**src/rtl/leveled_irq_ctrl.sv**
```systemverilog
module leveled_irq_ctrl #(
  parameter int N_INT    = 63,
  parameter int PRIO_W   = 4,
  parameter int VEC_W    = 8,
  parameter int VEC_BASE = 64,
  parameter int VEC_SPUR = 24,
  localparam int CIDX_W  = $clog2(N_INT + 1),
  localparam int KEY_W   = 4 + PRIO_W
) (
  input  logic              clk,
  input  logic              rst_n,
  input  logic              cfg_we,
  input  logic [CIDX_W-1:0] cfg_idx,
  input  logic [2:0]        cfg_level,
  input  logic [PRIO_W-1:0] cfg_prio,
  input  logic              cfg_mask,
  input  logic [N_INT-1:0]  int_req,
  input  logic [6:0]        ext_req,
  input  logic [2:0]        cpu_mask,
  input  logic              irq_ack,
  output logic [2:0]        irq_level,
  output logic              ack_valid,
  output logic [VEC_W-1:0]  ack_vec
);

  logic [2:0]        lvl_q  [N_INT];
  logic [PRIO_W-1:0] prio_q [N_INT];
  logic [N_INT-1:0]  msk_q;

  always_ff @(posedge clk) begin
    if (!rst_n) begin
      msk_q <= '1;
      for (int i = 0; i < N_INT; i++) begin
        lvl_q[i]  <= 3'd1;
        prio_q[i] <= '0;
      end
    end else if (cfg_we && (int'(cfg_idx) < N_INT)) begin
      lvl_q[cfg_idx]  <= cfg_level;
      prio_q[cfg_idx] <= cfg_prio;
      msk_q[cfg_idx]  <= cfg_mask;
    end
  end

  logic [KEY_W-1:0] best_key;
  logic [VEC_W-1:0] best_vec;
  logic             found;

  always_comb begin
    logic [KEY_W-1:0] k;
    logic [2:0]       lv;
    best_key = '0;
    best_vec = VEC_W'(VEC_SPUR);
    found    = 1'b0;
    for (int i = 0; i < N_INT; i++) begin
      lv = lvl_q[i];
      k  = {lv, 1'b0, prio_q[i]};
      if (int_req[i] && !msk_q[i] && lv != 3'd0 && (lv == 3'd7 || lv > cpu_mask)
          && (!found || k > best_key)) begin
        best_key = k;
        best_vec = VEC_W'(VEC_BASE + i);
        found    = 1'b1;
      end
    end
    for (int j = 0; j < 7; j++) begin
      lv = 3'(j + 1);
      k  = {lv, 1'b1, {PRIO_W{1'b1}}};
      if (ext_req[j] && (lv == 3'd7 || lv > cpu_mask) && (!found || k > best_key)) begin
        best_key = k;
        best_vec = VEC_W'(VEC_BASE + N_INT + j);
        found    = 1'b1;
      end
    end
  end

  assign irq_level = found ? best_key[KEY_W-1 -: 3] : 3'd0;

  always_ff @(posedge clk) begin
    if (!rst_n) begin
      ack_valid <= 1'b0;
      ack_vec   <= '0;
    end else begin
      ack_valid <= irq_ack;
      if (irq_ack) ack_vec <= best_vec;
    end
  end

  assert_idle_zero_R9: assert property (@(posedge clk) disable iff (!rst_n)
    (int_req == '0 && ext_req == '0) |-> irq_level == 3'd0);
  assert_ack_follows_R10: assert property (@(posedge clk) disable iff (!rst_n)
    irq_ack |=> ack_valid);
  assert_above_mask_R7: assert property (@(posedge clk) disable iff (!rst_n)
    irq_level != 3'd0 |-> (irq_level == 3'd7 || irq_level > cpu_mask));
  assert_ext_top_R5: assert property (@(posedge clk) disable iff (!rst_n)
    ext_req[6] |-> irq_level == 3'd7);
  assert_spurious_R10: assert property (@(posedge clk) disable iff (!rst_n)
    (ack_valid && $past(rst_n) && $past(irq_level) != 3'd0) |-> ack_vec != VEC_W'(VEC_SPUR));

endmodule

```
**config.mk**
```make
export PLATFORM = sky130hd
export DESIGN_NAME = leveled_irq_ctrl
export DESIGN_NICKNAME = d
export VERILOG_FILES = /design/src/rtl/leveled_irq_ctrl.sv
export SDC_FILE = /design/constraint.sdc
export NUM_CORES = 2
export LEC_CHECK = 0
export ABC_AREA = 1
export BUFFER_PORTS_ARGS = -buffer_cell sky130_fd_sc_hd__buf_2
export CAP_MARGIN = 10
export CORE_ASPECT_RATIO = 1.2
export CORE_UTILIZATION = 45
export DETAILED_ROUTE_END_ITERATION = 7
export HOLD_SLACK_MARGIN = 0.15
export PLACE_DENSITY = 0.57
export SKIP_CTS_REPAIR_TIMING = 1
export SLEW_MARGIN = 20
export SYNTH_ARGS = -nofsm -noshare
export SYNTH_HDL_FRONTEND = slang
export SYNTH_SLANG_ARGS = --single-unit
export TNS_END_PERCENT = 20
```
**constraint.sdc**
```tcl
create_clock -name clk -period 121.2 [get_ports clk]
set_clock_uncertainty 0.05 [all_clocks]
set_input_delay 12.12 -clock clk [delete_from_list [all_inputs] [get_ports clk]]
set_output_delay 12.12 -clock clk [all_outputs]
set_load 0.02 [all_outputs]
```
==> results.cfg <==
[routing]
wl_mm = 125.7
wl_per_cell_um = 18.33
dr.pass1.iters = 6
vias_per_cell = 5.402
drtIter0Drc = 2321
drc = 0
vias = 37033
postRouteAntennaNets = 0

[timing]
tns_ns = 0
worst_slew_pin_slew_ns = 1.118
min_period_over_period = 0.9078
rsz0062_at_grt = false
slew_headroom = 0.2545
hold_viol_final = 0
drv_slew = 0
fin_ws_ns = 11.18
max_freq_mhz = 9.089
timing.final.crit_period_ns = 110.02
setup-violations-final = 0

[pwr]
power_density_nw_per_um2 = 10.13
p_switching_uw = 133.6
leakagePower_nw = 22.33
pwr-share-clk = 0.381
switching_share = 0.2893
seqPwrFrac = 0.453
power_uw = 461.9
comb_power_share = 0.167
peakVddDrop_v = 0.00001068
p_int_uw = 328.2

[cells_and_area]
final_cell_mix = 1362 x nand2_1, 616 x nor2_1, 569 x ha_1, 515 x nand3_1, 514 x inv_1
fill_cells = 9521
final_common_cell = nand2_1
area_growth_pct = 7.489
drive_gt1_frac = 0.07265
nets = 6216

[place]
numPortBuffers = 102
dpl.hpwl_mm = 92.04
place_ws_ns = 11.60
gp_congestion = 0.9330

[synth]
synthArstFlopShare = 0
ys_ff_latch = 513
synth_fp_nets = 6166
syn_inst = 5506
synth_flop_cell = edfxtp_1
synth_top_cell_by_area = edfxtp_1
synth_edf_count = 441
synth_cell_type_count = 60
yosys_warnings = 0
post_synth.cell_area_avg_um2 = 7.707
yosysSeqAreaShare = 0.3460
synth_area_um2 = 42430
synth_area_leaders = edfxtp_1 31%, ha_1 17%, nand2_1 12%, nand3_1 6.1%, nor2_1 5.4%
synth_top_area_frac = 0.3121

[grt]
grt_max_degree = 61
track_usage = 0.2618
grt_pass1_vias = 34865
antenna_found_initial = 14
grt-ovfl-total = 0
grt_pass1_wl_mm = 194.7

[clock_tree]
path_clk_slew_ns = 0.06
clkSinkCount = 513
cts-root-buf = clkbuf_16
cts_tree = built
clockBufferDepth = 3
h-tree-depth = 2
clk_latency_ns = 0.64
numCtsBuffers = 55

[setup_path]
required_ns = 109.03
worst_setup_path_start_kind = input pin
r2r_slack_ns = 35.15
worstSetupPathType = in -> out
end_kind = primary output
cp_slowest_cell = o21ai_0
worst_path_most_repeated_cell = nand2_1
cpPeakStageDelay_ns = 0.46
crit_arrival_ns = 97.85
critPathMaxFanout = 19

[floorplanning]
dieArea_um2 = 95540
num_io_pins = 103
die_w_um = 282.3
core_um2 = 93570
row_count = 123
die_h_um = 338.4
start_util = 0.4535

[hold_path]
hold_class = reg -> reg

[run]
drv_cap = 0

[outcome]
status = finished clean
## metal layers
layer | up-vias | share of wire | track usage
met5 | - | 0.00072 | 0
met4 | 14 | 0.030 | 0.07545
met3 | 171 | 0.045 | 0.03195
met2 | 671 | 0.49 | 0.4618
met1 | 17157 | 0.44 | 0.3315
li1 | 19020 | - | -
## cells by family after synthesis
kind of cell,share of synthesized area
simple gates,0.2833
compound gates,0.1273
buf+inv,0.07557
fa+ha+maj,0.1678
flops,0.3460
## power groups by stage
stage / combinational, mW / clock (mW) / sequential (mW)
2_1_floorplan: 0.0554 / 0 / 0.209
3_3_place_gp: 0.0755 / 0 / 0.213
3_5_place_dp: 0.0769 / 0 / 0.213
4_1_cts: 0.0774 / 0.180 / 0.209
5_1_grt: 0.0888 / 0.185 / 0.210
6_report: 0.0769 / 0.176 / 0.209
## worst max-delay path: cells and delay by family
kind | cells | cell delay, ns
buffers and inverters | 41 | 2.28
AND/OR/NAND/NOR | 405 | 36.66
AO/OA/AOI/OAI | 146 | 26.39
adder cells (fa/ha/maj) | 63 | 20.11
## path summary, 6_finish.rpt
check | endpoint | from | cells past startpoint
worst min-delay path | msk_q[3] | msk_q[3] | 2
worst max-delay path | irq_level[0] | cpu_mask[0] | 655
worst max register to register | ack_vec[2] | lvl_q[0][2] | 655
worst min register to register | msk_q[3] | msk_q[3] | 2
## cell usage after synthesis, drive strengths merged (2+ instances only)
cell,n
a211oi,57
a21boi,5
a21o,44
a21oi,161
a22oi,2
a31oi,2
and2,2
and3,18
buf,46
bufinv,2
clkbuf,84
clkinv,43
dfxtp,72
edfxtp,441
ha,569
inv,543
nand2,1486
nand3,520
nand3b,2
nand4,126
nor2,619
nor3,20
o211ai,3
o21ai,445
o21bai,54
o22a,53
o22ai,8
o31ai,58
o32ai,3
or2,10
## metrics by stage
step	util	hold WS [ns]	cells	area [µm²]
floorplan	-	0.3897	5506	42430
global placement	0.4677	0.4061	6749	43760
detailed placement	0.4677	0.4111	6749	43760
CTS	0.4874	0.4212	6852	45600
global route	0.4874	0.4460	6852	45600
finish	0.4875	0.4225	6856	45610
## area by class of cell
class	instances	area [µm²]	share of cell area
multi-input combinational	4274	24540	0.5381
inverter	588	2272	0.04981
clock inverter	28	325.3	0.007132
clock buffer	75	1514	0.03319
timing repair buffer	124	699.4	0.01533
antenna	4	10.01	0.0002194
tap	1250	1564	0.03429
sequential	513	14680	0.3219
## registers in the layout (all words and copies together) (netlist names)
name / cells
msk_q: 63
prio_q: 252
ack_valid: 1
lvl_q: 189
ack_vec: 8
Note: power is estimated with default switching activity, not from simulation.
